**src/rtl/tmr_pkg.sv**
```systemverilog
package tmr_pkg;
  typedef enum logic [1:0] {
    CMD_TOGGLE = 2'b00,
    CMD_SET    = 2'b01,
    CMD_CLEAR  = 2'b10,
    CMD_NONE   = 2'b11
  } ffcmd_e;

  localparam int CTRL_W   = 8;
  localparam int N_EVT    = 4;   // m0, m1, c0, c1
  localparam int EN_LSB   = 2;   // enables occupy bits 5:2
endpackage

```
**src/rtl/tmr_counter.sv**
```systemverilog
module tmr_counter #(
  parameter int W = 16
) (
  input  logic         clk,
  input  logic         rst,
  input  logic         en,
  input  logic         clr,
  output logic [W-1:0] count,
  output logic         fresh
);
  always_ff @(posedge clk) begin
    if (rst) begin
      count <= '0;
      fresh <= 1'b0;
    end else begin
      fresh <= en | clr;
      if (clr)     count <= '0;
      else if (en) count <= count + 1'b1;
    end
  end

  assert_clear_R1: assert property (@(posedge clk) disable iff (rst)
    clr |=> (count == '0));
  assert_step_R1: assert property (@(posedge clk) disable iff (rst)
    (!clr && en) |=> (count == $past(count) + 1'b1));
  assert_stall_R9: assert property (@(posedge clk) disable iff (rst)
    (!clr && !en) |=> (!fresh && $stable(count)));
endmodule

```
**src/rtl/tmr_match.sv**
```systemverilog
module tmr_match #(
  parameter int W = 16
) (
  input  logic         clk,
  input  logic         rst,
  input  logic         ld,
  input  logic [W-1:0] ld_val,
  input  logic [W-1:0] count,
  input  logic         fresh,
  output logic         hit
);
  logic [W-1:0] ref_q;

  always_ff @(posedge clk) begin
    if (rst)     ref_q <= '0;
    else if (ld) ref_q <= ld_val;
  end

  assign hit = fresh && (count == ref_q);

  assert_load_R2: assert property (@(posedge clk) disable iff (rst)
    ld |=> (ref_q == $past(ld_val)));
endmodule

```
**src/rtl/tmr_capture.sv**
```systemverilog
module tmr_capture #(
  parameter int W = 16
) (
  input  logic         clk,
  input  logic         rst,
  input  logic         stb,
  input  logic [W-1:0] count,
  output logic [W-1:0] cap_q
);
  always_ff @(posedge clk) begin
    if (rst)      cap_q <= '0;
    else if (stb) cap_q <= count;
  end

  assert_capture_R4: assert property (@(posedge clk) disable iff (rst)
    stb |=> (cap_q == $past(count)));
endmodule

```
**src/rtl/tmr_outff.sv**
```systemverilog
module tmr_outff
  import tmr_pkg::*;
(
  input  logic                clk,
  input  logic                rst,
  input  logic                wr,
  input  logic [CTRL_W-1:0]   wdata,
  input  logic [N_EVT-1:0]    evt,
  output logic [N_EVT-1:0]    en_q,
  output logic                tff
);
  ffcmd_e           cmd;
  logic [N_EVT-1:0] gated;
  logic             flip;
  logic             tff_d;

  assign cmd   = ffcmd_e'(wdata[1:0]);
  assign gated = evt & en_q;
  assign flip  = (^gated) ^ (wr && cmd == CMD_TOGGLE);

  always_comb begin
    tff_d = tff ^ flip;
    if (wr && cmd == CMD_SET)   tff_d = 1'b1;
    if (wr && cmd == CMD_CLEAR) tff_d = 1'b0;
  end

  always_ff @(posedge clk) begin
    if (rst) begin
      en_q <= '0;
      tff  <= 1'b0;
    end else begin
      if (wr) en_q <= wdata[EN_LSB +: N_EVT];
      tff <= tff_d;
    end
  end

  assert_set_R6: assert property (@(posedge clk) disable iff (rst)
    (wr && wdata[1:0] == 2'b01) |=> tff);
  assert_clear_R6: assert property (@(posedge clk) disable iff (rst)
    (wr && wdata[1:0] == 2'b10) |=> !tff);
  assert_quiet_R5: assert property (@(posedge clk) disable iff (rst)
    (!wr && (evt & en_q) == '0) |=> $stable(tff));
  assert_enables_R7: assert property (@(posedge clk) disable iff (rst)
    wr |=> (en_q == $past(wdata[5:2])));
endmodule

```
**src/rtl/tmr_outff_timer.sv**
```systemverilog
module tmr_outff_timer
  import tmr_pkg::*;
#(
  parameter int CNT_W = 16
) (
  input  logic               clk,
  input  logic               rst,
  input  logic               cnt_en,
  input  logic               cnt_clr,
  input  logic               ctrl_wr,
  input  logic [7:0]         ctrl_wdata,
  output logic [7:0]         ctrl_rdata,
  input  logic [1:0]         cmp_ld,
  input  logic [CNT_W-1:0]   cmp_wdata,
  input  logic [1:0]         cap_stb,
  output logic [CNT_W-1:0]   count,
  output logic [2*CNT_W-1:0] cap_val,
  output logic               tff_out
);
  localparam int N_SLOT = 2;

  logic              fresh;
  logic [N_SLOT-1:0] hit;
  logic [N_EVT-1:0]  en_q;

  tmr_counter #(.W(CNT_W)) u_cnt (
    .clk(clk), .rst(rst), .en(cnt_en), .clr(cnt_clr),
    .count(count), .fresh(fresh)
  );

  for (genvar i = 0; i < N_SLOT; i++) begin : g_slot
    tmr_match #(.W(CNT_W)) u_match (
      .clk(clk), .rst(rst), .ld(cmp_ld[i]), .ld_val(cmp_wdata),
      .count(count), .fresh(fresh), .hit(hit[i])
    );
    tmr_capture #(.W(CNT_W)) u_cap (
      .clk(clk), .rst(rst), .stb(cap_stb[i]), .count(count),
      .cap_q(cap_val[i*CNT_W +: CNT_W])
    );
  end

  tmr_outff u_ff (
    .clk(clk), .rst(rst), .wr(ctrl_wr), .wdata(ctrl_wdata),
    .evt({cap_stb, hit}), .en_q(en_q), .tff(tff_out)
  );

  assign ctrl_rdata = {2'b11, en_q, 2'b11};
endmodule

```
**config.mk**
```make
export PLATFORM = sky130hd
export DESIGN_NAME = tmr_outff_timer
export DESIGN_NICKNAME = d
export VERILOG_FILES = /design/src/rtl/tmr_pkg.sv /design/src/rtl/tmr_counter.sv /design/src/rtl/tmr_match.sv /design/src/rtl/tmr_capture.sv /design/src/rtl/tmr_outff.sv /design/src/rtl/tmr_outff_timer.sv
export SDC_FILE = /design/constraint.sdc
export NUM_CORES = 1
export LEC_CHECK = 0
export BUFFER_PORTS_ARGS = -buffer_cell sky130_fd_sc_hd__buf_2
export CAP_MARGIN = 15
export CORE_ASPECT_RATIO = 0.9
export CORE_MARGIN = 5
export CORE_UTILIZATION = 35
export DETAILED_ROUTE_END_ITERATION = 10
export PLACE_DENSITY = 0.62
export SKIP_CTS_REPAIR_TIMING = 1
export SKIP_LAST_GASP = 1
export SLEW_MARGIN = 30
export SYNTH_ARGS = -nofsm -noshare
export SYNTH_HDL_FRONTEND = slang
export SYNTH_SLANG_ARGS = --single-unit
```
**constraint.sdc**
```tcl
create_clock -name clk -period 1.71 [get_ports clk]
set_input_delay 0.342 -clock clk [delete_from_list [all_inputs] [get_ports clk]]
set_output_delay 0.342 -clock clk [all_outputs]
set_load 0.05 [all_outputs]
```
# After elaboration in Yosys (flattened, before gate mapping)
# Index checks and enable logic that the tools add are counted.
totals:
  wordCells: 27
  out_inout_bits: 57
  inputBits: 33
  register_bits: 86
classes:
  bitwise: 4
  add_sub_neg: 1
  n_eq_ne: 4
  mux: 1
  reduce_logical: 9
op_table:
  columns: ["op", "count"]
  rows:
  - ["16-bit equality test", 2]
  - ["16-bit by 1-bit adder with 16-bit output, second input constant", 1]
  - ["1-bit logical AND", 5]
  - ["4-bit AND", 1]
  - ["2-bit OR reduction", 2]
  - ["4-bit XOR reduction", 1]
  - ["2-bit by 1-bit equality test with 1-bit output, second input constant", 1]
  - ["2-bit equality test, second input constant", 1]
  - ["2-bit logical NOT", 1]
  - ["1-bit XOR", 2]
  - ["1-bit two-way mux", 1]
  - ["1-bit bitwise OR", 1]

# Longest topological paths before layout
depth:
  depth_word: 7
  ltp_mapped: 8
  mapped_depth_nobuf: 7

# Modules after synthesis
# Synthesis repeated with hierarchy kept, for this count alone.
hier_totals:
  hier_cells: 370
  hier_area_um2: 3698.5
by_module_without_submodules:
  columns: ["mod", "seq_area_each_um2", "area_each_um2", "cells_each", "n_inst"]
  rows:
  - ["tmr_match", 320.3, 742.0, 74, 2]
  - ["tmr_capture", 320.3, 580.6, 52, 2]
  - ["tmr_counter", 340.3, 748.2, 84, 1]
  - ["tmr_outff", 100.1, 271.5, 29, 1]
  - ["tmr_outff_timer", 0.0, 33.8, 5, 1]

# Worst setup path after synthesis
# OpenSTA, ideal clock, no wires.
synth_timing:
  path_type: "flip-flop to flip-flop"
  startpoint: "register u_cnt.count[1]"
  endpoint: "register u_ff.tff"
  slack_ps: -541
  required_time_ps: 1579
  period_less_slack_ps: 2251
  setup_time_ps: 131
  n_path_buf: 1
  path_stages_with_launch: 9
  arrival_time_ps: 2120
  path_cell_list: "dfxtp_1 -> clkbuf_1 -> xor2_1 -> nor4_1 -> nand4_1 -> nor4_2 -> xnor2_1 -> mux2i_1 -> o311ai_1"
synth_between:
  elab_chain_cells: 7
  elab_cells_between_ends: 9
  cone_classes: "eq/ne (2); mux (1); bitwise (3); reduce/logical (3)"
synth_rtl:
  columns: ["item", "line", "source"]
  rows:
  - ["start, declared", "tmr_counter.sv:8", "output logic [W-1:0] count,"]
  - ["start signal, assigned", "tmr_counter.sv:18", "else if (en) count <= count + 1'b1;"]
  - ["16-bit equality test", "tmr_match.sv:19", "assign hit = fresh && (count == ref_q);"]
  - ["1-bit logical AND", "tmr_match.sv:19", null]
  - ["4-bit AND *", "tmr_outff.sv:18", "assign gated = evt & en_q;"]
  - ["4-bit XOR reduction *", "tmr_outff.sv:19", "assign flip = (^gated) ^ (wr && cmd == CMD_TOGGLE);"]
  - ["1-bit XOR *", "tmr_outff.sv:19", null]
  - ["1-bit XOR *", "tmr_outff.sv:22", "tff_d = tff ^ flip;"]
  - ["1-bit two-way mux *", "tmr_outff.sv:23", "if (wr && cmd == CMD_SET) tff_d = 1'b1;"]
  - ["end signal, assigned", "tmr_outff.sv:33", "tff <= tff_d;"]
  - ["end, declared", "tmr_outff.sv:10", "output logic tff"]
# Every way passes the cells marked *; elsewhere a longest branch is shown, timed or not.
# A chain may end at the register's enable or synchronous reset.

# Worst setup path after layout
layout_timing:
  startpoint: "register u_cnt.count[4]"
  endpoint: "register u_ff.tff"
# Same word-level chain as after synthesis.

==> flow_metrics.py <==
metrics = {
    "run_status": {
        "outcome": "finished with violations",
        "failed_checks": "negative setup slack",
    },
    "global_routing": {
        "grtUsageMet1": 0.186,
        "use_met3": 0.0464,
        "gr-total-overflow": 0,
        "grt_pass1_vias": 2849,
        "grt_pass1_wl_um": 14800,
        "grtUsageMet2": 0.244,
        "grt_busiest_layer": "met2",
        "track_usage": 0.147,
        "grt_start_max_net_pins": 58,
        "antenna_found_initial": 0,
    },
    "critical_path": {
        "worst-path-max-fanout": 3,
        "crit_end": "u_ff.tff$_SDFF_PP0_",
        "startpoint": "u_cnt.count[4]$_SDFFE_PP0P_",
        "reg2reg_from": "u_cnt.count[4]$_SDFFE_PP0P_",
        "worstSetupPathType": "flop to flop",
        "r2r_slack_ns": -0.22,
        "critPathRequiredTime_ns": 1.92,
        "cp-start-kind": "flop",
        "crit_path_end_kind": "flop",
        "r2r_cells": 7,
        "arrival_ns": 2.14,
        "r2r_end": "u_ff.tff$_SDFF_PP0_",
    },
    "logic_synthesis": {
        "synth_top_family_by_area": "multiplexers",
        "yosys-top-cells-area": "dfxtp_1, mux2i_1, nor2_1",
        "syn_inst": 383,
        "synth_top_area_share": 0.469,
        "synth_cell_types": 29,
        "synth_compound_area_frac": 0.0160,
        "synth_fa_ha_area_frac": 0.00341,
        "synth-seq-cells": 86,
        "yosys.area_share.simple": 0.147,
        "synthMuxAreaShare": 0.194,
        "synth_xor_area_frac": 0.115,
        "ys_seq_area_frac": 0.469,
        "syn_area_per_cell_um2": 9.58,
        "synth_area_mm2": 0.00367,
        "synth_warnings": 0,
        "synth_top_area_cell": "dfxtp_1",
    },
    "sta": {
        "finalCriticalPeriod_ns": 1.93,
        "slew_headroom": 0.625,
        "clock.fmax_mhz": 518,
        "finalCritPeriodShare": 1.13,
        "max_slew.worst_pin.slew_ns": 0.562,
        "finClkSkew_ns": 0.00832,
        "fin_ws_ns": -0.220,
        "finalSetupViolCount": 1,
        "final-hold-violation-count": 0,
        "slew_viol_final": 0,
        "rsz0062_at_grt": "yes",
    },
    "die": {
        "die_area_mm2": 0.0126,
        "fp.coreArea_mm2": 0.0102,
        "rows": 35,
        "die_w_um": 118,
        "die_h_um": 107,
        "pin_count": 90,
        "initial_core_util": 0.358,
    },
    "clock_network": {
        "cts_root_buf": "clkbuf_16",
        "cts_tree": "done",
        "clk_pin_slew_ns": 0.06,
        "clock_latency_ns": 0.34,
        "cts_buffers": 9,
        "cts.path.max_buffers": 2,
        "htreeDepth": 3,
        "cts.sinks": 86,
    },
    "cells_and_area": {
        "drive_above_1_share": 0.330,
        "layout_common_cells": "nor2_1, buf_2, mux2i_1, dfxtp_1, buf_4",
        "final_common_cell": "nor2_1",
        "fin_nets": 508,
        "antenna_cells": 0,
        "area_growth_pct": 28.1,
        "fillers": 999,
        "final_cells": 608,
    },
    "power_and_ir_drop": {
        "power.internal_mw": 3.34,
        "powerDensity_mw_per_mm2": 946,
        "pwr-share-comb": 0.103,
        "power_switching_mw": 1.11,
        "finalPower_mw": 4.45,
        "pwr-share-seq": 0.471,
        "leakagePower_nw": 2.23,
        "max-vdd-ir-drop_mv": 0.644,
        "p_clk_frac": 0.425,
        "switching_share": 0.249,
    },
    "drt": {
        "ant_nets": 0,
        "wl_per_cell_um": 15.5,
        "via_count": 2898,
        "drt_iter0_drc": 178,
        "viasPerCell": 4.77,
        "wirelength_um": 9450,
        "drc": 0,
        "firstDrtPassIters": 5,
    },
    "placed_design": {
        "routabilityCongestion": 0.834,
        "place_ws_ns": -0.179,
        "io_buffers": 83,
        "hpwl_um": 6900,
        "place_inst": 587,
    },
    "run": {
        "cap_violations": 0,
    },
    "min_path": {
        "hold_class": "input port to flop",
    },
}
## stage by stage
stage                     setup TNS [ns]  hold slack, ns  instance area, um^2   util
after floorplan                   -0.229           0.458                 3740      -
after global placement            -0.118           0.469                 4340  0.423
after detailed placement          -0.179           0.480                 4340  0.423
after CTS                         -0.201           0.224                 4630  0.452
after global routing              -0.477           0.253                 4700  0.459
final                             -0.220           0.232                 4700  0.459
## area by class of cell
type,instances,area (um^2),area share
Clock buffer,11,264,0.0561
Timing Repair Buffer,116,683,0.145
Tap cell,129,161,0.0343
Multi-Input combinational cell,258,1790,0.381
Sequential cell,86,1760,0.375
Inverter,3,11.3,0.00239
Clock inverter,5,31.3,0.00665
## power by group through the flow
stage | Clock (mW) | Sequential, mW | Combinational, mW
5_1_grt | 2.04 | 2.10 | 0.494
6_report | 1.89 | 2.10 | 0.460
3_3_place_gp | 0 | 2.14 | 0.445
2_1_floorplan | 0 | 2.18 | 0.285
4_1_cts | 1.95 | 2.10 | 0.458
3_5_place_dp | 0 | 2.14 | 0.456
## routing by layer
layer	wire (um)	part of all wire	vias to the layer above
met5	0	0	-
met4	113	0.012	0
met3	513	0.054	11
met2	4530	0.48	80
met1	4280	0.45	1377
li1	-	-	1430
## critical path, cell delays in order, from the launching register on
cell and delay (ns):
dfxtp_4 0.36, xor2_1 0.16, nor4_1 0.31, nand4_1 0.15, nor4_2 0.23, xnor2_1 0.23, mux2i_1 0.25, o311ai_1 0.12
## cells in the mapped netlist
library cell and number:
nand3_1 4, dfxtp_1 86, ha_1 1, o21ai_0 3
or3_1 3, mux2i_1 71, nand2b_1 1, nor3_1 2
buf_4 4, xor2_1 19, clkbuf_1 19, inv_1 3
nor4_2 1, or2_2 1, o311ai_1 1, nor2_1 87
buf_2 6, buf_6 3, xnor2_1 29, nand4_1 10
a21oi_1 3, conb_1 1, buf_1 7, nor4_1 3
a211oi_1 1, and3_1 2, a211oi_2 1, or4_1 1
nand2_1 10
## registers in the layout, summed over array words and instances (netlist names)
register              cells
u_ff.tff                  1
u_cnt.count              16
g_slot.u_cap.cap_q       32
u_ff.en_q                 4
g_slot.u_match.ref_q     32
u_cnt.fresh               1
## kinds of logic after synthesis
kind of cell / count (synthesis)
muxes: 71
DFF: 86
adders and majority gates: 1
other: 1
AOI/OAI and AO/OA: 9
and+or+nand+nor: 125
buffers and inverters: 42
xor gates and xnor gates: 48
## worst min path at each step
| stage | startpoint | end | slack (ns) | cells past startpoint |
|---|---|---|---|---|
| 2_1_floorplan | cnt_clr | u_cnt.fresh$_SDFF_PP0_ | 0.46 | 2 |
| 5_1_grt | cnt_clr | u_cnt.fresh$_SDFF_PP0_ | 0.25 | 3 |
| 3_3_place_gp | g_slot[1].u_cap.cap_q[10]$_SDFFE_PP0P_ | g_slot[1].u_cap.cap_q[10]$_SDFFE_PP0P_ | 0.47 | 2 |
| 6_report | cnt_clr | u_cnt.fresh$_SDFF_PP0_ | 0.23 | 3 |
| 4_1_cts | cnt_clr | u_cnt.fresh$_SDFF_PP0_ | 0.22 | 3 |
| 3_5_place_dp | g_slot[0].u_cap.cap_q[9]$_SDFFE_PP0P_ | g_slot[0].u_cap.cap_q[9]$_SDFFE_PP0P_ | 0.48 | 2 |
No activity file was read; power rests on OpenSTA's default activity.
